$ cat config.mk
export PLATFORM = sky130hd
export DESIGN_NAME = spi_eeprom_seq
export DESIGN_NICKNAME = d
export VERILOG_FILES = /design/src/rtl/spi_eeprom_pkg.sv /design/src/rtl/spi_eeprom_dp.sv /design/src/rtl/spi_eeprom_ctrl.sv /design/src/rtl/spi_eeprom_seq.sv
export SDC_FILE = /design/constraint.sdc
export NUM_CORES = 1
export LEC_CHECK = 0
export CORE_ASPECT_RATIO = 0.75
export CORE_MARGIN = 2
export CORE_UTILIZATION = 26
export DETAILED_ROUTE_END_ITERATION = 12
export PLACE_DENSITY_LB_ADDON = 0.1
export SYNTH_ARGS = -nofsm -noshare
export SYNTH_HDL_FRONTEND = slang
export SYNTH_HIERARCHICAL = 1
export SYNTH_SLANG_ARGS = --single-unit
$ cat constraint.sdc
create_clock -name clk -period 3.2 [get_ports clk]
set_input_delay 0.48 -clock clk [delete_from_list [all_inputs] [get_ports clk]]
set_output_delay 0.48 -clock clk [all_outputs]
set_load 0.005 [all_outputs]
$ cat src/rtl/spi_eeprom_pkg.sv
package spi_eeprom_pkg;

  typedef enum logic [1:0] {
    K_STATUS = 2'd0,
    K_WREN   = 2'd1,
    K_WRITE  = 2'd2,
    K_READ   = 2'd3
  } cmdKind_t;

  typedef enum logic [1:0] {
    SRC_OP   = 2'd0,
    SRC_ADDR = 2'd1,
    SRC_WR   = 2'd2,
    SRC_FILL = 2'd3
  } byteSrc_t;

  // strobes from the control to the datapath
  typedef struct packed {
    logic     latchReq;
    logic     loadTx;
    byteSrc_t src;
    logic [2:0] hdrSel;   // 1..N selects address byte, most significant first
    cmdKind_t opKind;
    logic     divEn;
    logic     shiftEn;
    logic     captureRx;
  } dpCtl_t;

  localparam logic [7:0] FILL_BYTE = 8'hFF;

  function automatic logic [7:0] opcodeOf(cmdKind_t k);
    logic [7:0] op;
    case (k)
      K_STATUS: op = 8'h05;
      K_WREN:   op = 8'h06;
      K_WRITE:  op = 8'h02;
      default:  op = 8'h03;
    endcase
    return op;
  endfunction

endpackage

$ cat src/rtl/spi_eeprom_dp.sv
module spi_eeprom_dp
  import spi_eeprom_pkg::*;
#(
  parameter int HALF_DIV = 2,
  parameter int ADDR_W   = 24
) (
  input  logic              clk,
  input  logic              rstN,
  input  dpCtl_t            ctl,
  input  logic [ADDR_W-1:0] reqAddr,
  input  logic [7:0]        wrData,
  input  logic              miso,
  output logic              halfTick,
  output logic              byteEnd,
  output logic              sclk,
  output logic              mosi,
  output logic [7:0]        rdData,
  output logic              rdValid
);

  localparam int ADDR_BYTES = ADDR_W / 8;
  localparam int DIV_W      = (HALF_DIV > 1) ? $clog2(HALF_DIV) : 1;
  localparam logic [DIV_W-1:0] DIV_LAST = DIV_W'(HALF_DIV - 1);

  logic [DIV_W-1:0]  divCnt;
  logic [ADDR_W-1:0] addrQ;
  logic [7:0]        txSh;
  logic [7:0]        rxSh;
  logic [2:0]        bitCnt;
  logic [7:0]        addrByte;
  logic [7:0]        nextByte;

  // half-period divider
  assign halfTick = ctl.divEn && (divCnt == DIV_LAST);

  always_ff @(posedge clk or negedge rstN) begin
    if (!rstN)                        divCnt <= '0;
    else if (!ctl.divEn || halfTick)  divCnt <= '0;
    else                              divCnt <= divCnt + 1'b1;
  end

  // byte ends on the falling half-tick after bit 7
  assign byteEnd = ctl.shiftEn && halfTick && sclk && (bitCnt == 3'd7);

  // address byte picked by header index, most significant byte first
  always_comb begin
    addrByte = '0;
    for (int i = 0; i < ADDR_BYTES; i++) begin
      if (int'(ctl.hdrSel) == i + 1) addrByte = addrQ[8*(ADDR_BYTES-1-i) +: 8];
    end
  end

  always_comb begin
    case (ctl.src)
      SRC_OP:   nextByte = opcodeOf(ctl.opKind);
      SRC_ADDR: nextByte = addrByte;
      SRC_WR:   nextByte = wrData;
      default:  nextByte = FILL_BYTE;
    endcase
  end

  always_ff @(posedge clk or negedge rstN) begin
    if (!rstN) addrQ <= '0;
    else if (ctl.latchReq) addrQ <= reqAddr;
  end

  // transmit shifter: load on a byte boundary, shift on each falling half-tick
  always_ff @(posedge clk or negedge rstN) begin
    if (!rstN) begin
      txSh   <= '0;
      bitCnt <= '0;
    end else if (ctl.loadTx) begin
      txSh   <= nextByte;
      bitCnt <= '0;
    end else if (ctl.shiftEn && halfTick && sclk && (bitCnt != 3'd7)) begin
      txSh   <= {txSh[6:0], 1'b0};
      bitCnt <= bitCnt + 3'd1;
    end
  end

  assign mosi = txSh[7];

  // mode 0 serial clock
  always_ff @(posedge clk or negedge rstN) begin
    if (!rstN)                        sclk <= 1'b0;
    else if (!ctl.shiftEn)            sclk <= 1'b0;
    else if (halfTick)                sclk <= ~sclk;
  end

  // receive shifter samples on the rising half-tick
  always_ff @(posedge clk or negedge rstN) begin
    if (!rstN) rxSh <= '0;
    else if (ctl.shiftEn && halfTick && !sclk) rxSh <= {rxSh[6:0], miso};
  end

  always_ff @(posedge clk or negedge rstN) begin
    if (!rstN) begin
      rdData  <= '0;
      rdValid <= 1'b0;
    end else begin
      rdValid <= ctl.captureRx;
      if (ctl.captureRx) rdData <= rxSh;
    end
  end

endmodule

$ cat src/rtl/spi_eeprom_ctrl.sv
module spi_eeprom_ctrl
  import spi_eeprom_pkg::*;
#(
  parameter int ADDR_W = 24,
  parameter int LEN_W  = 8
) (
  input  logic             clk,
  input  logic             rstN,
  input  logic             reqValid,
  input  cmdKind_t         reqKind,
  input  logic [LEN_W-1:0] reqLen,
  input  logic             wrValid,
  input  logic             halfTick,
  input  logic             byteEnd,
  output dpCtl_t           ctl,
  output logic             wrReady,
  output logic             csN,
  output logic             busy,
  output logic             done
);

  localparam int ADDR_BYTES = ADDR_W / 8;
  localparam logic [2:0] HDR_ADDR_LAST = 3'(ADDR_BYTES);

  typedef enum logic [2:0] {S_IDLE, S_SETUP, S_SHIFT, S_FETCH, S_HOLD} state_t;

  state_t           state;
  cmdKind_t         kindQ;
  logic [LEN_W-1:0] lenLeft;
  logic [2:0]       hdrIdx;
  logic             inData;

  logic accept, isWr, hasAddr, wantsRx, lastHdr, moreData;

  assign accept   = (state == S_IDLE) && reqValid;
  assign isWr     = (kindQ == K_WRITE);
  assign hasAddr  = (kindQ == K_WRITE) || (kindQ == K_READ);
  assign wantsRx  = (kindQ == K_READ) || (kindQ == K_STATUS);
  assign lastHdr  = inData || (hdrIdx == (hasAddr ? HDR_ADDR_LAST : 3'd0));
  assign moreData = (lenLeft != '0);

  always_comb begin
    ctl           = '0;
    ctl.src       = SRC_FILL;
    ctl.opKind    = reqKind;
    ctl.divEn     = (state == S_SETUP) || (state == S_SHIFT) || (state == S_HOLD);
    ctl.shiftEn   = (state == S_SHIFT);
    if (accept) begin
      ctl.latchReq = 1'b1;
      ctl.loadTx   = 1'b1;
      ctl.src      = SRC_OP;
    end
    if ((state == S_SHIFT) && byteEnd) begin
      ctl.captureRx = inData && wantsRx;
      if (!lastHdr) begin
        ctl.loadTx = 1'b1;
        ctl.src    = SRC_ADDR;
        ctl.hdrSel = hdrIdx + 3'd1;
      end else if (moreData && !isWr) begin
        ctl.loadTx = 1'b1;
        ctl.src    = SRC_FILL;
      end
    end
    if ((state == S_FETCH) && wrValid) begin
      ctl.loadTx = 1'b1;
      ctl.src    = SRC_WR;
    end
  end

  assign wrReady = (state == S_FETCH);
  assign busy    = (state != S_IDLE);

  always_ff @(posedge clk or negedge rstN) begin
    if (!rstN) begin
      state   <= S_IDLE;
      kindQ   <= K_STATUS;
      lenLeft <= '0;
      hdrIdx  <= '0;
      inData  <= 1'b0;
      csN     <= 1'b1;
      done    <= 1'b0;
    end else begin
      done <= 1'b0;
      case (state)
        S_IDLE: if (accept) begin
          state   <= S_SETUP;
          csN     <= 1'b0;
          kindQ   <= reqKind;
          lenLeft <= (reqKind == K_WREN) ? '0 : reqLen;
          hdrIdx  <= '0;
          inData  <= 1'b0;
        end
        S_SETUP: if (halfTick) state <= S_SHIFT;
        S_SHIFT: if (byteEnd) begin
          if (!lastHdr) begin
            hdrIdx <= hdrIdx + 3'd1;
          end else if (moreData) begin
            lenLeft <= lenLeft - 1'b1;
            inData  <= 1'b1;
            if (isWr) state <= S_FETCH;
          end else begin
            state <= S_HOLD;
          end
        end
        S_FETCH: if (wrValid) state <= S_SHIFT;
        S_HOLD: if (halfTick) begin
          state <= S_IDLE;
          csN   <= 1'b1;
          done  <= 1'b1;
        end
        default: state <= S_IDLE;
      endcase
    end
  end

endmodule

$ cat src/rtl/spi_eeprom_seq.sv
module spi_eeprom_seq
  import spi_eeprom_pkg::*;
#(
  parameter int HALF_DIV = 2,
  parameter int ADDR_W   = 24,
  parameter int LEN_W    = 8
) (
  input  logic              clk,
  input  logic              rstN,
  input  logic              reqValid,
  input  logic [1:0]        reqKind,
  input  logic [ADDR_W-1:0] reqAddr,
  input  logic [LEN_W-1:0]  reqLen,
  output logic              busy,
  output logic              done,
  input  logic [7:0]        wrData,
  input  logic              wrValid,
  output logic              wrReady,
  output logic [7:0]        rdData,
  output logic              rdValid,
  output logic              sclk,
  output logic              mosi,
  input  logic              miso,
  output logic              csN
);

  dpCtl_t ctl;
  logic   halfTick;
  logic   byteEnd;

  spi_eeprom_ctrl #(.ADDR_W(ADDR_W), .LEN_W(LEN_W)) u_ctrl (
    .clk      (clk),
    .rstN     (rstN),
    .reqValid (reqValid),
    .reqKind  (cmdKind_t'(reqKind)),
    .reqLen   (reqLen),
    .wrValid  (wrValid),
    .halfTick (halfTick),
    .byteEnd  (byteEnd),
    .ctl      (ctl),
    .wrReady  (wrReady),
    .csN      (csN),
    .busy     (busy),
    .done     (done)
  );

  spi_eeprom_dp #(.HALF_DIV(HALF_DIV), .ADDR_W(ADDR_W)) u_dp (
    .clk      (clk),
    .rstN     (rstN),
    .ctl      (ctl),
    .reqAddr  (reqAddr),
    .wrData   (wrData),
    .miso     (miso),
    .halfTick (halfTick),
    .byteEnd  (byteEnd),
    .sclk     (sclk),
    .mosi     (mosi),
    .rdData   (rdData),
    .rdValid  (rdValid)
  );

endmodule

## Yosys cells after proc, flatten, opt, wreduce, memory -nomap -nowiden

Cells that the tools add are included.

- Register bits: 73
- Word-level logic and storage cells: 128
- Input bits: 47

- Reduce and logical (&&, ||, !) cells: 34
- Equality and inequality tests: 26
- $add $sub $neg: 4
- Bitwise gates (word level): 1
- Mux-type cells: 48

Operator list:

| operator | count |
|---|---|
| $mux 8 | 10 |
| $mux 3 | 17 |
| $pmux 8 s3 | 1 |
| $pmux 8 s2 | 1 |
| $pmux 3 s5 | 1 |
| $eq 3x3->1 const B | 4 |
| $ne 2x2->1 const B | 6 |
| $logic_and 1x1->1 | 11 |
| $mux 1 | 11 |
| $eq 3x2->1 const B | 3 |
| $pmux 3 s3 | 1 |
| $eq 2x2->1 const B | 4 |
| $reduce_bool 8->1 | 1 |
| $sub 8x1->8 const B | 1 |
| $reduce_and 7->1 | 1 |
| $add 3x1->3 const B | 2 |
| $logic_not 2->1 | 3 |
| $logic_or 1x1->1 | 6 |
| $mux 6 | 1 |
| $ne 2x1->1 const B | 3 |
| $ne 3x3->1 const B | 2 |
| $pmux 3 s2 | 1 |
| $reduce_bool 2->1 | 3 |
| $reduce_and 5->1 | 1 |
| 14 further kinds | 18 |

## Depth between registers and ports, before layout

Gate-level depths: netlist (run 1).

- Depth after elaboration: 15
- Mapped depth: 14

## Modules after synthesis

The synthesis (run 1) kept the hierarchy.

By module, submodules not included:

| module | area each (um^2) | cells each | times used |
|---|---|---|---|
| spi_eeprom_dp | 2496.1 | 189 | 1 |
| spi_eeprom_ctrl | 1248.7 | 137 | 1 |

## Worst setup path before layout (run 1)

Ideal clock, no wire load.

- Path kind: register to register
- From: register u_ctrl.state[1]
- To: register u_dp.txSh[1]
- Period minus slack after synthesis: 2730 ps
- Data arrival time: 2609 ps
- Data required time: 3079 ps
- Setup slack: 470 ps
- Path buffers: 2
- Stages on the path, launching flop included: 14
- Cells stage by stage: dfrtp_1 -> buf_4 -> or3b_4 -> clkinv_1 -> nand4_2 -> nor2_1 -> nand2_1 -> or3_1 -> nor2_1 -> buf_2 -> nand3b_2 -> o221ai_1 -> nor2_1 -> o22a_1

RTL lines:

| item | RTL line | text |
|---|---|---|
| from (decl) | spi_eeprom_ctrl.sv:27 | `state_t state;` |
| from (signal assigned) | spi_eeprom_ctrl.sv:75 | `state <= S_IDLE;` |
| from (signal assigned) | spi_eeprom_ctrl.sv:86 | `state <= S_SETUP;` |
| from (signal assigned) | spi_eeprom_ctrl.sv:93 | `S_SETUP: if (halfTick) state <= S_SHIFT;` |
| to (signal assigned) | spi_eeprom_dp.sv:73 | `txSh <= nextByte;` |
| to (signal assigned) | spi_eeprom_dp.sv:76 | `txSh <= {txSh[6:0], 1'b0};` |
| to (decl) | spi_eeprom_dp.sv:27 | `logic [7:0] txSh;` |

==> flow_metrics.py, run 1 <==
metrics = {
    "synthesis": {
        "synthFlopType": "dfrtp_1",
        "synth_area_per_cell_sq_um": 11.5,
        "syn_nets": 383,
        "synth_edf_count": 0,
        "synth_fa_ha_area_share_pct": 3.34,
        "muxShareOfSynthArea_pct": 15.7,
        "ys_seq_area_share_pct": 48.8,
        "syn-instance-count": 326,
        "synth_compound_area_share_pct": 15.7,
        "yosys_warnings": 6,
        "synth_area_sq_um": 3740,
        "ys_seq_elements": 73,
        "synth_xor_area_share_pct": 0.936,
        "synth_top_family_by_area": "multiplexers",
        "synth_cell_types": 62,
        "synthArstFlopShare_pct": 100,
        "synthSimpleGateAreaFrac_pct": 11.1,
    },
    "setup_path": {
        "worstPathCellList": "inv_1 > ha_1 > or4_4 > a21oi_1 > or3_1 > nor2_2 > nor3b_4 > o221ai_1 > o211ai_1 > o21a_1",
        "startpoint_type": "flop",
        "path_max_fanout": 8,
        "critPathBufInv": 1,
        "rr_worst_depth": 10,
        "reg2reg_from": "u_ctrl/kindQ[0]",
        "crit_arrival_ns": 3.25,
        "required_ns": 3.47,
        "crit_family": "simple AND/OR/NAND/NOR gates",
        "reg2reg_slack_ns": 0.22,
        "critPathKind": "flop to flop",
        "r2r-end": "u_dp/txSh[5]",
        "cp-end-kind": "flop",
        "max_stage_delay_ns": 0.57,
        "slowest_stage": "or4_4",
    },
    "power_and_ir_drop": {
        "p_seq_share_pct": 42.2,
        "peakVddDrop_mv": 0.252,
        "clkPwrFrac_pct": 53.8,
        "power_mw": 2.21,
        "p_per_area_nw_per_um2": 448,
        "p_leak_nw": 2.12,
        "p_switching_uw": 438,
        "p_int_mw": 1.77,
        "pwr-share-comb_pct": 4.0,
        "p_sw_share_pct": 19.8,
    },
    "die": {
        "row_count": 37,
        "die_w_um": 143,
        "die_h_um": 108,
        "io_pins": 62,
        "start_util_pct": 27.0,
        "die-area_sq_um": 15400,
        "coreArea_sq_um": 13900,
    },
    "sta": {
        "slew_viol_final": 0,
        "slew-limit-headroom_pct": 34.9,
        "hold_ws_ns": 0.298,
        "finalSetupViolations": 0,
        "fmax_mhz": 336,
        "min_period_over_period_pct": 93.1,
        "hold_viol": 0,
        "tightest_slew_ns": 0.976,
        "setup_ws_ns": 0.222,
        "setup_tns_ns": 0,
        "fin_skew_ns": 0.00541,
        "period_needed_ns": 2.98,
    },
    "cts": {
        "cts_setup_buffers": 0,
        "cts-hold-fix-buffers": 0,
        "cts-buffers-inserted": 9,
        "cts_tree": "built",
        "cts_buffer_depth": 2,
        "clkSlewWorstSetupHoldPaths_ns": 0.06,
        "root_buffer": "clkbuf_16",
        "cts_sinks": 73,
        "post_cts_resized": 0,
        "worstSkewPairLatency_ns": 0.33,
        "cts_max_level": 3,
    },
    "final_layout": {
        "n_antenna_cell": 0,
        "fin_nets": 447,
        "drive_above_1_share_pct": 25.8,
        "num-fill-cells": 1414,
        "final_design_area_no_fill_sq_um": 4930,
        "syn2layout_area_growth_pct": 31.6,
    },
    "placed_design": {
        "port_buffers": 61,
        "dpl_cell_area_sq_um": 4550,
        "dp_hpwl_um": 6720,
        "gp_congestion": 0.794,
        "dp_slack_ns": 0.134,
    },
    "route": {
        "drc": 0,
        "ant_nets": 0,
        "num_vias": 2698,
        "drt_pass1_iterations": 4,
        "routed_wl_um": 9400,
        "routed_via_density": 4.73,
        "routedWlPerCell_um": 16.5,
        "drtIter0Drc": 165,
    },
    "grt": {
        "groute.usage.overall_pct": 13.1,
        "globalRouteOverflowTotal": 0,
        "grt_pass1_vias": 2829,
        "grt_pass1_wl_um": 15300,
        "grt_max_degree": 74,
        "grt_antenna_before_repair": 0,
    },
    "job": {
        "cap_violations": 0,
    },
    "run_status": {
        "status": "finished, final reports clean",
    },
    "hold_path": {
        "hold_path.class": "primary input to async pin",
    },
}
## cell families after synthesis
kind of cell    count (synthesis)
mux                            51
flops                          73
simple gates                   72
buf+inv                        33
xor+xnor                        4
fa+ha+maj                      10
compound gates                 83
## synthesized netlist by cell type (2+ instances only)
library cell | instances | share of area [%]
a22o_1 | 4 | 0.94
mux2_2 | 44 | 13
o211ai_1 | 8 | 1.6
mux2_4 | 4 | 1.6
clkbuf_1 | 6 | 0.60
buf_4 | 5 | 1.0
dfrtp_1 | 72 | 48
o21ai_2 | 4 | 0.94
ha_1 | 10 | 3.3
nor3_1 | 6 | 0.80
nand2_1 | 17 | 1.7
and2_1 | 3 | 0.50
o31ai_1 | 2 | 0.40
xnor2_1 | 4 | 0.94
o21ai_0 | 20 | 2.7
inv_1 | 13 | 1.3
o221ai_1 | 6 | 1.4
or3_1 | 3 | 0.50
a21o_1 | 2 | 0.40
nand3_1 | 4 | 0.53
o22a_1 | 2 | 0.47
o311ai_0 | 3 | 0.70
nand3b_2 | 2 | 0.60
nor2_1 | 16 | 1.6
buf_2 | 6 | 0.80
o21a_1 | 7 | 1.4
nand2b_1 | 2 | 0.33
nor2b_1 | 2 | 0.33
a21oi_1 | 15 | 2.0
mux2i_1 | 2 | 0.53
## layout make-up
cell class                      instances  area (sq um)  area share, %
Clock buffer                           10           239           4.85
Inverter                               14          52.6           1.07
Tap cell                              175           219           4.44
Multi-Input combinational cell        220          1780           36.2
Clock inverter                          6           113           2.29
Sequential cell                        73          1830           37.1
Timing Repair Buffer                   72           691           14.0
## worst max path at each step
stage	from	endpoint	slack [ns]	cells after the start
4_1_cts	u_ctrl/state[0]	u_dp/txSh[5]	0.1	12
5_1_grt	u_ctrl/state[1]	u_dp/txSh[7]	-0.001	11
6_report	u_ctrl/kindQ[0]	u_dp/txSh[5]	0.22	10
3_3_place_gp	u_ctrl/state[0]	u_dp/txSh[5]	0.24	12
2_1_floorplan	u_ctrl/state[1]	u_dp/txSh[1]	0.47	13
3_5_place_dp	u_ctrl/state[0]	u_dp/txSh[5]	0.13	12
## per-stage QoR
stage	std cells	utilization (%)
2_1_floorplan	326	-
3_3_place_gp	554	32.7
3_5_place_dp	554	32.7
4_1_cts	570	35.3
5_1_grt	570	35.5
6_report	570	35.5
## registers in the layout (all words and copies together) (netlist names)
register and flops:
u_dp/addrQ 24, u_ctrl/lenLeft 8, u_dp/rdData 8, u_dp/rxSh 8, u_dp/txSh 8, u_ctrl/hdrIdx 3, u_ctrl/state 3, u_dp/bitCnt 3
u_ctrl/kindQ 2, u_ctrl/csN 1, u_ctrl/done 1, u_ctrl/inData 1, u_dp/divCnt 1, u_dp/rdValid 1, u_dp/sclk 1
## layout by cell type (no fill, tap or decap), types with 3 or more instances in the layout
cell type,n
and2_1,3
nand3_1,4
dfrtp_1,71
bufinv_16,3
nand2_1,17
xnor2_1,4
nor2_1,14
clkdlybuf4s50_1,60
mux2_4,4
o221ai_1,6
o21ai_2,4
o21a_1,7
a22o_1,4
mux2_2,44
inv_1,13
nor3_1,5
o21ai_0,20
a21oi_1,15
o211ai_1,8
or3_1,3
ha_1,10
buf_4,12
clkbuf_16,9
## per-layer routing
metal | vias to the layer above | global-route usage (%) | wire length [um]
met4 | 0 | 4.60 | 135
met2 | 56 | 18.3 | 3830
li1 | 1315 | - | -
met1 | 1317 | 19.7 | 5100
met5 | - | 0 | 0
met3 | 10 | 3.06 | 337
## power groups by stage
stage | Sequential, mW | Clock [mW] | Combinational, mW
finish | 0.932 | 1.19 | 0.0892
global route | 0.932 | 1.27 | 0.0986
CTS | 0.932 | 1.23 | 0.0922
detailed placement | 0.949 | 0 | 0.0919
global placement | 0.949 | 0 | 0.0914
floorplan | 0.948 | 0 | 0.0117
No activity file was read; power rests on OpenSTA's default activity.
==> inputs of run 2 (changes only) <==
MAX_ROUTING_LAYER = met4   (was unset)
==> run 2 against run 1 <==
Power grew 0.13%. Fmax is essentially flat. Routed wire length is essentially flat. Final cell count is the same. Non-clock buffer count is the same.
==> flow_metrics.py, run 2 (same netlist as run 1, synthesis figures left out) <==
metrics = {
    "sta": {
        "min_period_over_period_pct": 93.0,
        "finalSetupViolations": 0,
        "tightest_slew_ns": 0.977,
        "period_needed_ns": 2.98,
        "slew-limit-headroom_pct": 34.9,
        "slew_viol_final": 0,
        "hold_viol": 0,
        "fmax_mhz": 336,
        "setup_tns_ns": 0,
        "hold_ws_ns": 0.298,
        "fin_skew_ns": 0.00661,
    },
    "placed_design": {
        "port_buffers": 61,
        "gp_congestion": 0.806,
        "dp_hpwl_um": 6720,
        "placedCellCount": 554,
    },
    "cts": {
        "cts_buffer_depth": 2,
        "worstSkewPairLatency_ns": 0.34,
        "cts_setup_buffers": 0,
        "cts_tree": "built",
        "cts_sinks": 73,
        "root_buffer": "clkbuf_16",
        "cts_max_level": 3,
        "cts-buffers-inserted": 9,
        "clkSlewWorstSetupHoldPaths_ns": 0.06,
    },
    "die": {
        "coreArea_sq_um": 13900,
        "row_count": 37,
        "die_h_um": 108,
        "io_pins": 62,
        "die_w_um": 143,
        "start_util_pct": 27.0,
        "die-area_sq_um": 15400,
    },
    "grt": {
        "groute.usage.overall_pct": 13.5,
        "grt_max_degree": 74,
        "grt_pass1_wl_um": 15300,
        "grt_antenna_before_repair": 0,
        "grt_pass1_vias": 2822,
        "globalRouteOverflowTotal": 0,
    },
    "final_layout": {
        "top_register": "u_dp/addrQ",
        "syn2layout_area_growth_pct": 31.6,
        "layout_commonest_cell": "dfrtp_1",
        "largest_register_ffs": 24,
        "drive_above_1_share_pct": 25.8,
        "final_cell_mix": "71 x dfrtp_1, 60 x clkdlybuf4s50_1, 44 x mux2_2",
        "layoutNonFillerInstCount": 570,
        "n_antenna_cell": 0,
        "fin_nets": 447,
    },
    "setup_path": {
        "rr_worst_depth": 10,
        "slowest_stage": "or4_4",
        "startpoint_type": "flop",
        "critPathKind": "flop to flop",
        "reg2reg_slack_ns": 0.22,
        "path_max_fanout": 8,
        "r2r-end": "u_dp/txSh[5]",
        "worstPathCellList": "inv_1 > ha_1 > or4_4 > a21oi_1 > or3_1 > nor2_2 > nor3b_4 > o221ai_1 > o211ai_1 > o21a_1",
        "crit_arrival_ns": 3.25,
        "required_ns": 3.47,
        "reg2reg_from": "u_ctrl/kindQ[0]",
        "max_stage_delay_ns": 0.57,
        "cp-end-kind": "flop",
    },
    "route": {
        "drtIter0Drc": 158,
        "routedWlPerCell_um": 16.5,
        "drc": 0,
        "ant_nets": 0,
        "routed_via_density": 4.72,
        "num_vias": 2689,
        "drt_pass1_iterations": 4,
        "routed_wl_um": 9390,
    },
    "job": {
        "cap_violations": 0,
    },
    "power_and_ir_drop": {
        "p_per_area_nw_per_um2": 449,
        "peakVddDrop_mv": 0.252,
        "p_leak_nw": 2.12,
    },
    "hold_path": {
        "hold_path.class": "primary input to async pin",
    },
    "run_status": {
        "status": "finished, final reports clean",
    },
}
## run 2: cell type report
class,instances,area [sq um]
fillers,1414,8960
flip-flops and latches,73,1830
multi-input cells,220,1780
repair buffers,72,691
clock buffers,10,239
well taps,175,219
clock inverters,6,113
inverters,14,52.6
## run 2: metrics by stage
stage	instance area (sq um)	utilization (%)	setup slack (ns)	power, mW
floorplan	3740	-	0.470	0.959
global placement	4550	32.7	0.240	1.04
detailed placement	4550	32.7	0.134	1.04
CTS	4900	35.3	0.0960	2.25
global route	4930	35.5	-0.00134	2.30
finish	4930	35.5	0.224	2.21
## run 2: report_power, final
| part | leakage (nW) | internal, mW | total [mW] | switching [mW] |
|---|---|---|---|---|
| clock | 0.173 | 0.787 | 1.19 | 0.403 |
| combinational | 1.04 | 0.0548 | 0.0892 | 0.0344 |
| sequential | 0.906 | 0.928 | 0.932 | 0.00346 |
## run 2: repair_timing
item,CTS,global route
resized for setup,0,6
hold buffers,0,0
endpoints found under the setup margin,0,8
## run 2: how the worst max path moves through the flow
stage | startpoint | end | depth (start not counted)
CTS | u_ctrl/state[0] | u_dp/txSh[5] | 12
global route | u_ctrl/state[1] | u_dp/txSh[7] | 11
finish | u_ctrl/kindQ[0] | u_dp/txSh[5] | 10
floorplan | u_ctrl/state[1] | u_dp/txSh[1] | 13
detailed placement | u_ctrl/state[0] | u_dp/txSh[5] | 12
global placement | u_ctrl/state[0] | u_dp/txSh[5] | 12
## run 2: worst max-delay path, delay by kind of cell (launching register included)
family	cells	cell delay [ns]
AND/OR/NAND/NOR	4	1.33
adder cells (fa/ha/maj)	1	0.29
AO/OA/AOI/OAI	4	0.89
flip-flops	1	0.35
buffers and inverters	1	0.06
## run 2: layer usage
metal | wire (um) | track usage (%) | vias to the layer above
met5 | 0 | - | -
met4 | 136 | 4.60 | 0
met3 | 330 | 2.88 | 8
met2 | 3820 | 18.3 | 58
met1 | 5100 | 19.7 | 1309
li1 | - | - | 1314
==> inputs of run 3 (changes only) <==
TNS_END_PERCENT = 10   (was unset)
==> results of run 3 <==
Same layout as run 2: the final DEF is identical, and so are final timing and power.
